## src/rtl/lsg_pkg.sv

```systemverilog
// Shared encodings for the line-start generator.
// Assumes: one refresh-rate bit and a two-bit resolution field.
package lsg_pkg;
    localparam logic       FREQ_50  = 1'b1;
    localparam logic       FREQ_60  = 1'b0;
    localparam logic [1:0] RES_LOW  = 2'b00;
endpackage

```

## src/rtl/lsg_phase_counter.sv

```systemverilog
// Free-running CPU-referenced line counter and the controller's lagged view.
// Assumes: the offset is held on phase_ofs while reset is asserted.
module lsg_phase_counter #(
    parameter int LINE_LEN = 512,
    parameter int OFS_W    = 2,
    localparam int CW      = $clog2(LINE_LEN)
) (
    input  logic             clk,
    input  logic             rst_n,
    input  logic [OFS_W-1:0] phase_ofs,
    output logic [CW-1:0]    cpu_cyc,
    output logic [CW-1:0]    glue_cyc
);
    logic [OFS_W-1:0] ofs_q;
    logic [CW-1:0]    ofs_ext;

    // Capture the start-up offset while reset is held; never resynchronized.
    always_ff @(posedge clk) begin
        if (!rst_n) ofs_q <= phase_ofs;
    end

    // Advance the CPU-referenced line cycle, wrapping at the line length.
    always_ff @(posedge clk) begin
        if (!rst_n)                              cpu_cyc <= '0;
        else if (cpu_cyc == CW'(LINE_LEN - 1))   cpu_cyc <= '0;
        else                                     cpu_cyc <= cpu_cyc + 1'b1;
    end

    // Controller cycle: CPU cycle minus the offset, modulo the line length.
    always_comb begin
        ofs_ext = CW'(ofs_q);
        if (cpu_cyc >= ofs_ext) glue_cyc = cpu_cyc - ofs_ext;
        else                    glue_cyc = cpu_cyc + CW'(LINE_LEN) - ofs_ext;
    end

    // the counter wraps to zero after the last cycle of a line.
    a_r2_line_wrap: assert property (@(posedge clk) disable iff (!rst_n)
        (cpu_cyc == CW'(LINE_LEN - 1)) |=> (cpu_cyc == '0));
endmodule

```

## src/rtl/lsg_ctrl_regs.sv

```systemverilog
// Refresh-rate and resolution registers with a same-cycle read bypass.
// Assumes: writes are only legal in even CPU cycles; odd-cycle strobes are dropped.
module lsg_ctrl_regs (
    input  logic       clk,
    input  logic       rst_n,
    input  logic       cyc_odd,
    input  logic       freq_wr,
    input  logic       freq_din,
    input  logic       res_wr,
    input  logic [1:0] res_din,
    output logic       freq_eff,
    output logic [1:0] res_eff
);
    import lsg_pkg::*;

    logic       freq_q;
    logic [1:0] res_q;
    logic       freq_take;
    logic       res_take;

    // Gate the strobes to even cycles.
    always_comb begin
        freq_take = freq_wr && !cyc_odd;
        res_take  = res_wr  && !cyc_odd;
    end

    // Hold the refresh-rate setting.
    always_ff @(posedge clk) begin
        if (!rst_n)         freq_q <= FREQ_50;
        else if (freq_take) freq_q <= freq_din;
    end

    // Hold the resolution setting.
    always_ff @(posedge clk) begin
        if (!rst_n)        res_q <= RES_LOW;
        else if (res_take) res_q <= res_din;
    end

    // A write in the sampling cycle is already visible to that sample.
    always_comb begin
        freq_eff = freq_take ? freq_din : freq_q;
        res_eff  = res_take  ? res_din  : res_q;
    end

    // an odd-cycle strobe leaves each register unchanged.
    a_r4_odd_freq_ignored: assert property (@(posedge clk) disable iff (!rst_n)
        (freq_wr && cyc_odd) |=> $stable(freq_q));
    a_r4_odd_res_ignored: assert property (@(posedge clk) disable iff (!rst_n)
        (res_wr && cyc_odd) |=> $stable(res_q));
endmodule

```

## src/rtl/lsg_de_ctrl.sv

```systemverilog
// Line-start decision: staggered samples at the checkpoint, DE window to line end.
// Assumes: glue_cyc is the lagged controller cycle; cpu_cyc is the CPU reference.
module lsg_de_ctrl #(
    parameter int CW     = 9,
    parameter int CHK    = 56,
    parameter int DE_END = 376
) (
    input  logic          clk,
    input  logic          rst_n,
    input  logic [CW-1:0] glue_cyc,
    input  logic [CW-1:0] cpu_cyc,
    input  logic          freq_eff,
    input  logic [1:0]    res_eff,
    output logic          de,
    output logic [CW-1:0] rise_cyc
);
    import lsg_pkg::*;

    localparam logic [CW-1:0] FREQ_SLOT = CW'(CHK);
    localparam logic [CW-1:0] RES_SLOT  = CW'(CHK + 1);
    localparam logic [CW-1:0] OFF_SLOT  = CW'(DE_END - 1);

    logic freq_ok;

    // Take the refresh-rate sample at the checkpoint.
    always_ff @(posedge clk) begin
        if (!rst_n)                     freq_ok <= 1'b0;
        else if (glue_cyc == FREQ_SLOT) freq_ok <= (freq_eff == FREQ_50);
    end

    // Open DE after the resolution sample; close it at the line end.
    always_ff @(posedge clk) begin
        if (!rst_n) begin
            de       <= 1'b0;
            rise_cyc <= '0;
        end else if (glue_cyc == RES_SLOT) begin
            if (freq_ok && (res_eff == RES_LOW)) begin
                de       <= 1'b1;
                rise_cyc <= cpu_cyc + 1'b1;
            end
        end else if (glue_cyc == OFF_SLOT) begin
            de <= 1'b0;
        end
    end

    // DE only rises two cycles after the checkpoint, after a 50 Hz sample.
    a_r3_rise_slot: assert property (@(posedge clk) disable iff (!rst_n)
        $rose(de) |-> ((glue_cyc == CW'(CHK + 2)) && $past(freq_ok)));
    // DE only falls at the line-end cycle.
    a_r5_fall_slot: assert property (@(posedge clk) disable iff (!rst_n)
        $fell(de) |-> (glue_cyc == CW'(DE_END)));
endmodule

```

## src/rtl/lsg_fetch_unit.sv

```systemverilog
// Fixed-phase fetch unit: watches DE, pulses LOAD, reports the lag class.
// Assumes: it sees only CPU-referenced cycles; DE arrives with the controller's lag.
module lsg_fetch_unit #(
    parameter int CW      = 9,
    parameter int LW      = 3,
    parameter int DET_AT  = 62,
    parameter int LOAD_AT = 64,
    parameter int MIN_LAG = 3,
    parameter int MAX_LAG = 6
) (
    input  logic          clk,
    input  logic          rst_n,
    input  logic [CW-1:0] cpu_cyc,
    input  logic          de,
    input  logic [CW-1:0] rise_cyc,
    output logic          load,
    output logic          lag_valid,
    output logic [LW-1:0] lag_class
);
    localparam logic [CW-1:0] DET_C  = CW'(DET_AT);
    localparam logic [CW-1:0] PRE_C  = CW'(LOAD_AT - 1);
    localparam logic [CW-1:0] LOAD_C = CW'(LOAD_AT);

    logic          seen;
    logic [CW-1:0] lag_full;

    // Lag measured from the recorded DE rise to the LOAD cycle.
    always_comb lag_full = LOAD_C - rise_cyc;

    // Look at DE at the detect cycle.
    always_ff @(posedge clk) begin
        if (!rst_n)                seen <= 1'b0;
        else if (cpu_cyc == DET_C) seen <= de;
    end

    // Issue LOAD and update the lag report once per line.
    always_ff @(posedge clk) begin
        if (!rst_n) begin
            load      <= 1'b0;
            lag_valid <= 1'b0;
            lag_class <= '0;
        end else if (cpu_cyc == PRE_C) begin
            load      <= seen;
            lag_valid <= seen;
            lag_class <= seen ? LW'(lag_full) : '0;
        end else begin
            load      <= 1'b0;
        end
    end

    // LOAD lands only in the fixed cycle and lasts one cycle.
    a_r6_load_slot: assert property (@(posedge clk) disable iff (!rst_n)
        load |-> (cpu_cyc == LOAD_C));
    a_r6_load_single: assert property (@(posedge clk) disable iff (!rst_n)
        load |=> !load);
    // a valid lag class is one of the four possible classes.
    a_r7_lag_bounds: assert property (@(posedge clk) disable iff (!rst_n)
        lag_valid |-> ((lag_class >= LW'(MIN_LAG)) && (lag_class <= LW'(MAX_LAG))));
endmodule

```

## src/rtl/de_line_start_gen.sv

```systemverilog
// Top: line counter with start-up lag, control registers, DE decision, fetch unit.
// Assumes: phase_ofs is stable while rst_n is low.
module de_line_start_gen #(
    parameter int LINE_LEN = 512,
    parameter int OFS_W    = 2,
    parameter int CHK      = 56,
    parameter int DE_END   = 376,
    parameter int DET_AT   = 62,
    parameter int LOAD_AT  = 64,
    parameter int LW       = 3
) (
    input  logic             clk,
    input  logic             rst_n,
    input  logic [OFS_W-1:0] phase_ofs,
    input  logic             freq_wr,
    input  logic             freq_din,
    input  logic             res_wr,
    input  logic [1:0]       res_din,
    output logic             de,
    output logic             load,
    output logic             lag_valid,
    output logic [LW-1:0]    lag_class
);
    localparam int CW      = $clog2(LINE_LEN);
    localparam int MAX_OFS = (1 << OFS_W) - 1;
    localparam int MAX_LAG = LOAD_AT - (CHK + 2);
    localparam int MIN_LAG = MAX_LAG - MAX_OFS;

    logic [CW-1:0] cpu_cyc;
    logic [CW-1:0] glue_cyc;
    logic [CW-1:0] rise_cyc;
    logic          freq_eff;
    logic [1:0]    res_eff;

    lsg_phase_counter #(.LINE_LEN(LINE_LEN), .OFS_W(OFS_W)) u_cnt (
        .clk(clk), .rst_n(rst_n), .phase_ofs(phase_ofs),
        .cpu_cyc(cpu_cyc), .glue_cyc(glue_cyc)
    );

    lsg_ctrl_regs u_regs (
        .clk(clk), .rst_n(rst_n), .cyc_odd(cpu_cyc[0]),
        .freq_wr(freq_wr), .freq_din(freq_din),
        .res_wr(res_wr), .res_din(res_din),
        .freq_eff(freq_eff), .res_eff(res_eff)
    );

    lsg_de_ctrl #(.CW(CW), .CHK(CHK), .DE_END(DE_END)) u_de (
        .clk(clk), .rst_n(rst_n), .glue_cyc(glue_cyc), .cpu_cyc(cpu_cyc),
        .freq_eff(freq_eff), .res_eff(res_eff),
        .de(de), .rise_cyc(rise_cyc)
    );

    lsg_fetch_unit #(.CW(CW), .LW(LW), .DET_AT(DET_AT), .LOAD_AT(LOAD_AT),
                     .MIN_LAG(MIN_LAG), .MAX_LAG(MAX_LAG)) u_fetch (
        .clk(clk), .rst_n(rst_n), .cpu_cyc(cpu_cyc), .de(de), .rise_cyc(rise_cyc),
        .load(load), .lag_valid(lag_valid), .lag_class(lag_class)
    );

    // nothing is asserted in the first cycle after reset release.
    a_r1_quiet_after_reset: assert property (@(posedge clk)
        (!$past(rst_n) && rst_n) |-> (!de && !load && !lag_valid));
endmodule

```

## config.mk

```make
export PLATFORM = sky130hd
export DESIGN_NAME = de_line_start_gen
export DESIGN_NICKNAME = d
export VERILOG_FILES = /design/src/rtl/lsg_pkg.sv /design/src/rtl/lsg_phase_counter.sv /design/src/rtl/lsg_ctrl_regs.sv /design/src/rtl/lsg_de_ctrl.sv /design/src/rtl/lsg_fetch_unit.sv /design/src/rtl/de_line_start_gen.sv
export SDC_FILE = /design/constraint.sdc
export NUM_CORES = 1
export LEC_CHECK = 0
export ABC_AREA = 1
export BUFFER_PORTS_ARGS = -buffer_cell sky130_fd_sc_hd__buf_2
export CORE_MARGIN = 5
export CORE_UTILIZATION = 61
export CTS_BUF_LIST = sky130_fd_sc_hd__clkbuf_8 sky130_fd_sc_hd__clkbuf_16
export CTS_CLUSTER_SIZE = 24
export DETAILED_ROUTE_END_ITERATION = 12
export HOLD_SLACK_MARGIN = 0.06
export PLACE_DENSITY = 0.82
export SYNTH_ARGS = -nofsm -noshare
export SYNTH_HDL_FRONTEND = slang
export SYNTH_SLANG_ARGS = --single-unit
export TNS_END_PERCENT = 50
```

## constraint.sdc

```tcl
create_clock -name clk -period 5 [get_ports clk]
set_input_delay 0.5 -clock clk [delete_from_list [all_inputs] [get_ports clk]]
set_output_delay 0.5 -clock clk [all_outputs]
set_load 0.02 [all_outputs]
```

**After elaboration in Yosys (flattened, before gate mapping)**

Cells that the tools add are included.
Widths: inputs -> output; s select.

- Bits in latches: 0
- Bits of input ports: 9
- ROM bits: 0
- Output and inout port bits: 6
- Flip-flop bits (word level): 25
- Memories kept: 0
- Bits in writable memories: 0

- $lt $le $gt $ge: 0
- Equality and inequality tests: 7
- Muxes and demuxes: 6
- $add $sub $neg: 3
- $mul: 0
- Divide/modulo/power cells: 0
- Reduce and logical (&&, ||, !) cells: 10
- Bitwise logic cells: 1
- Shifts and indexed selects: 0

Operators with widths:

| operator | number |
|---|---|
| $eq 9x6->1 const B | 4 |
| $eq 9x9->1 const B | 2 |
| $add 9x1->9 const B | 1 |
| $sub 9x2->9 | 1 |
| $reduce_and 2->1 | 3 |
| $mux 1 | 4 |
| $logic_and 1x1->1 | 3 |
| $mux 3 | 1 |
| $sub 1x3->3 const A | 1 |
| $logic_not 2->1 | 1 |
| $mux 2 | 1 |
| $ne 2x2->1 const B | 1 |
| $reduce_bool 2->1 | 1 |
| $reduce_or 2->1 | 1 |
| $logic_not 1->1 | 1 |
| $not 1->1 | 1 |

**Longest topological paths before layout**

- Depth in word-level cells: 7
- Depth in mapped cells: 13
- Mapped depth without buffers: 13

**Hierarchy**

A second synthesis with hierarchy kept.

- Cell total of the unflattened synthesis: 289
- Area, all modules: 1889.3 µm²

By module, submodules not included:

| module | cells an instance | area an instance (µm²) | times used |
|---|---|---|---|
| lsg_de_ctrl | 112 | 714.4 | 1 |
| lsg_phase_counter | 100 | 693.2 | 1 |
| lsg_fetch_unit | 52 | 331.6 | 1 |
| lsg_ctrl_regs | 25 | 150.1 | 1 |

**Least setup slack after synthesis**

Ideal clock, no wire load.

- Path type: register -> register
- Start: reg u_cnt.cpu_cyc[0]
- End: reg u_de.freq_ok
- Data required time: 4.887 ns
- Period minus slack after synthesis: 1.886 ns
- Cell stages (with the launch flop): 12
- Arrival: 1.774 ns
- Setup time: 0.113 ns
- Path slack: 3.114 ns
- Path buffers: 0
- Path through: dfxtp_1 inv_2 ha_1 fa_1 nand2_1 nand2_1 nand2_2 nand3_4 nor2_4 nand2_1 nor2_1 nor2_1

- Word-level cells in the longest chain between the ends: 3
- Elaborated cells between the ends (all ways): 5
- Classes of those cells: add/sub: 1; eq/ne: 1; mux: 1; reduce/logical: 2

Ends and longest elaborated chain:

| what | line | RTL |
|---|---|---|
| start, declared | lsg_phase_counter.sv:11 | `output logic [CW-1:0] cpu_cyc,` |
| start signal, assigned | lsg_phase_counter.sv:26 | `else cpu_cyc <= cpu_cyc + 1'b1;` |
| branches (longest 3 deep; another with $sub 9x2->9) | - |  |
| end signal, assigned | lsg_de_ctrl.sv:28 | `else if (glue_cyc == FREQ_SLOT) freq_ok <= (freq_eff == FREQ_50);` |
| end, declared | lsg_de_ctrl.sv:23 | `logic freq_ok;` |

Parallel ways; which one is timed is not known.
A chain may end at the register's enable or synchronous reset.

**Final worst setup path**

Ends and elaborated chain as after synthesis.

==> flow_summary.ini <==
[power_and_ir_drop]
power_uw = 415.1
p_sw_uw = 121.4
ir_drop_mv = 0.2024
seqPwrFrac = 0.512
clkPwrFrac = 0.284
p_comb_frac = 0.204
leakagePower_uw = 0.0007666
swShare = 0.2926
intPower_uw = 293.6
power.density_nw_per_um2 = 261.4

[min_path]
hp-class = primary input to flop
hold_path_startpoint = phase_ofs[1]

[setup_path]
cp.required_ns = 5.17
crit_start = u_cnt.cpu_cyc[0]$_SDFF_PP0_
crit_path_end_kind = flop
crit_fanout = 6
r2r_start = u_cnt.cpu_cyc[0]$_SDFF_PP0_
start_kind = flop
path_class = flop to flop
critPathArrivalTime_ns = 2.34

[global_routing]
grt_pass1_wl_um = 4857
grt_pass1_vias = 1194
grt_max_degree = 15
gr-total-overflow = 0
grt_usage = 0.1834
antenna_found_initial = 0

[floorplanning]
coreArea_um2 = 2233
die_h_um = 58.80
die_width_um = 58.80
ios = 15
num_rows = 17
start_util = 0.6504
dieArea_um2 = 3457

[synth]
yosysTopAreaCell = dfxtp_1
synth-edff-count = 2
synth_cells = 197
synthTopCellsByArea = dfxtp_1 (32%), nand2_1 (11%), inv_1 (9.3%)
ys_seq_area_frac = 0.3583
synth_top_area_frac = 0.3170
yosys_warnings = 0
ys_types = 29
synth_area_um2 = 1453
async_flop_share = 0
syn_nets = 214
synth_ff_type = dfxtp_1
avgSynthCellArea_um2 = 7.374
synth_seq_cells = 25

[clock_network]
cts_made_buffers = 3
numClockSinks = 25
clockBufferDepth = 2
tritoncts = done
clk_pin_slew_ns = 0.09
post_cts_buffers = 0
root_buffer = clkbuf_8
ctsHoldBuffers = 0
ctsResizeCount = 0
htreeDepth = 1
clock_latency_ns = 0.27

[place]
gp_congestion = 0.9284
portBuffers = 14
dp.cells = 237
dp_hpwl_um = 2252

[timing]
skew_ns = 0.006224
grt_setup_unrepaired = no
slew_violations = 0
min_period_ns = 2.167
finalSetupTns_ns = 0
hold_viol_final = 0
timing.fmax_ghz = 0.4614
max_slew.worst_pin.slew_ns = 0.4532
final.period_utilization = 0.4335
max-slew-margin-rel = 0.6974
setup_viol = 0

[final_layout]
stdcell_count = 241
synthToLayoutAreaGrowth_pct = 9.302
n_fill_cell = 174
drive_gt1_frac = 0.1690
diodes = 0
nets = 231

[detailed_routing]
drt-pass1-iter-count = 4
routed_wl_um = 2841
drc = 0
vias_per_cell = 5.232
dr.max_layer_used = met4
postRouteAntennaNets = 0
met2_length_um = 1378
met1Wirelength_um = 1259
met3_length_um = 115
drt_iter0_drc = 44
wl_per_cell_um = 11.79
vias = 1261

[outcome]
status = completed

[flow_run]
maxCapViolations = 0
## synth_stat cells, types with 2 or more instances
| cell | instances |
|---|---|
| inv_1 | 36 |
| nor2_4 | 3 |
| nand3_2 | 2 |
| nand3_1 | 11 |
| o21ai_2 | 2 |
| xnor2_1 | 2 |
| edfxtp_1 | 2 |
| o21ai_0 | 7 |
| a21oi_1 | 8 |
| ha_1 | 7 |
| nand2_2 | 3 |
| nor3_1 | 4 |
| nand3_4 | 2 |
| dfxtp_1 | 23 |
| nand2_1 | 41 |
| nor2_1 | 24 |
| o21a_1 | 2 |
| nand4_1 | 7 |
## cell families (layout without fill, tap and decap cells)
kind of cell	Yosys count	in the layout	share of synthesized area
adder cells (fa/ha/maj)	8	8	0.07407
XOR/XNOR	2	2	0.01206
flip-flops	25	25	0.3583
AND/OR/NAND/NOR	103	103	0.3704
buffers and inverters	39	55	0.1068
AO/OA/AOI/OAI	20	20	0.07838
## layout make-up
type | instances | area [um^2] | area share
Tap cell | 28 | 35.03 | 0.02206
Timing Repair Buffer | 14 | 70.07 | 0.04413
Inverter | 37 | 138.9 | 0.08747
Clock buffer | 3 | 41.29 | 0.02600
Clock inverter | 1 | 5.005 | 0.003152
Sequential cell | 25 | 520.5 | 0.3278
Multi-Input combinational cell | 133 | 777.0 | 0.4894
## flip-flops by register name, summed over array words and instances, names as in the netlist
register	flops
u_regs.res_q	2
u_de.de	1
u_fetch.seen	1
u_fetch.load	1
u_fetch.lag_class	3
u_cnt.cpu_cyc	9
u_de.rise_cyc	3
u_fetch.lag_valid	1
u_regs.freq_q	1
u_de.freq_ok	1
u_cnt.ofs_q	2
## layer usage
layer	up-vias	track usage
met5	-	0
met2	29	0.3281
met1	567	0.2078
met3	11	0.03070
li1	654	-
met4	0	0.09061
## path summary, 6_finish.rpt
path                                                           to  slack [ns]  cells after the start
worst max-delay path                    u_de.freq_ok$_SDFFE_PN0N_        2.83                     11
worst min-delay path                     u_cnt.ofs_q[1]$_DFFE_PN_        0.41                      1
worst max register to register          u_de.freq_ok$_SDFFE_PN0N_        2.83                     11
worst min register to register  u_fetch.lag_class[2]$_SDFFE_PN0N_        0.47                      2
## cell usage in the layout, fill, tap and decap left out, drive strengths merged
cell type,instances
nor2,29
nand2,45
dfxtp,23
buf,14
a31oi,1
xnor2,2
ha,7
clkbuf,3
or2,1
nand4,7
edfxtp,2
o21a,2
inv,37
nand3b,1
fa,1
o21ai,9
nor3,5
clkinv,1
nand3,15
a21oi,8
## worst max-delay path, stage by stage, from the launching register on
cell     delay [ns]
dfxtp_1        0.42
inv_2          0.10
ha_1           0.22
fa_1           0.47
nand2_1        0.16
nand2_1        0.08
nand2_2        0.08
nand3_4        0.08
nor2_4         0.18
nand2_1        0.11
nor2_1         0.12
nor2_1         0.06
## through the flow
| step | util | instance area, um^2 | hold slack [ns] | worst slack, ns |
|---|---|---|---|---|
| floorplan | - | 1453 | 0.4496 | 3.114 |
| global placement | 0.6902 | 1541 | 0.4501 | 3.009 |
| detailed placement | 0.6902 | 1541 | 0.4560 | 2.866 |
| CTS | 0.7109 | 1588 | 0.3987 | 2.841 |
| global route | 0.7109 | 1588 | 0.4007 | 2.708 |
| finish | 0.7109 | 1588 | 0.4081 | 2.833 |
## power by group through the flow
stage	clock network (uW)	registers (uW)	logic (uW)
finish	118	213	84.6
global placement	0	217	80.6
detailed placement	0	217	83.5
floorplan	0	215	70.0
CTS	123	213	84.5
global route	131	213	95.2
(Power assumes the default switching activity.)
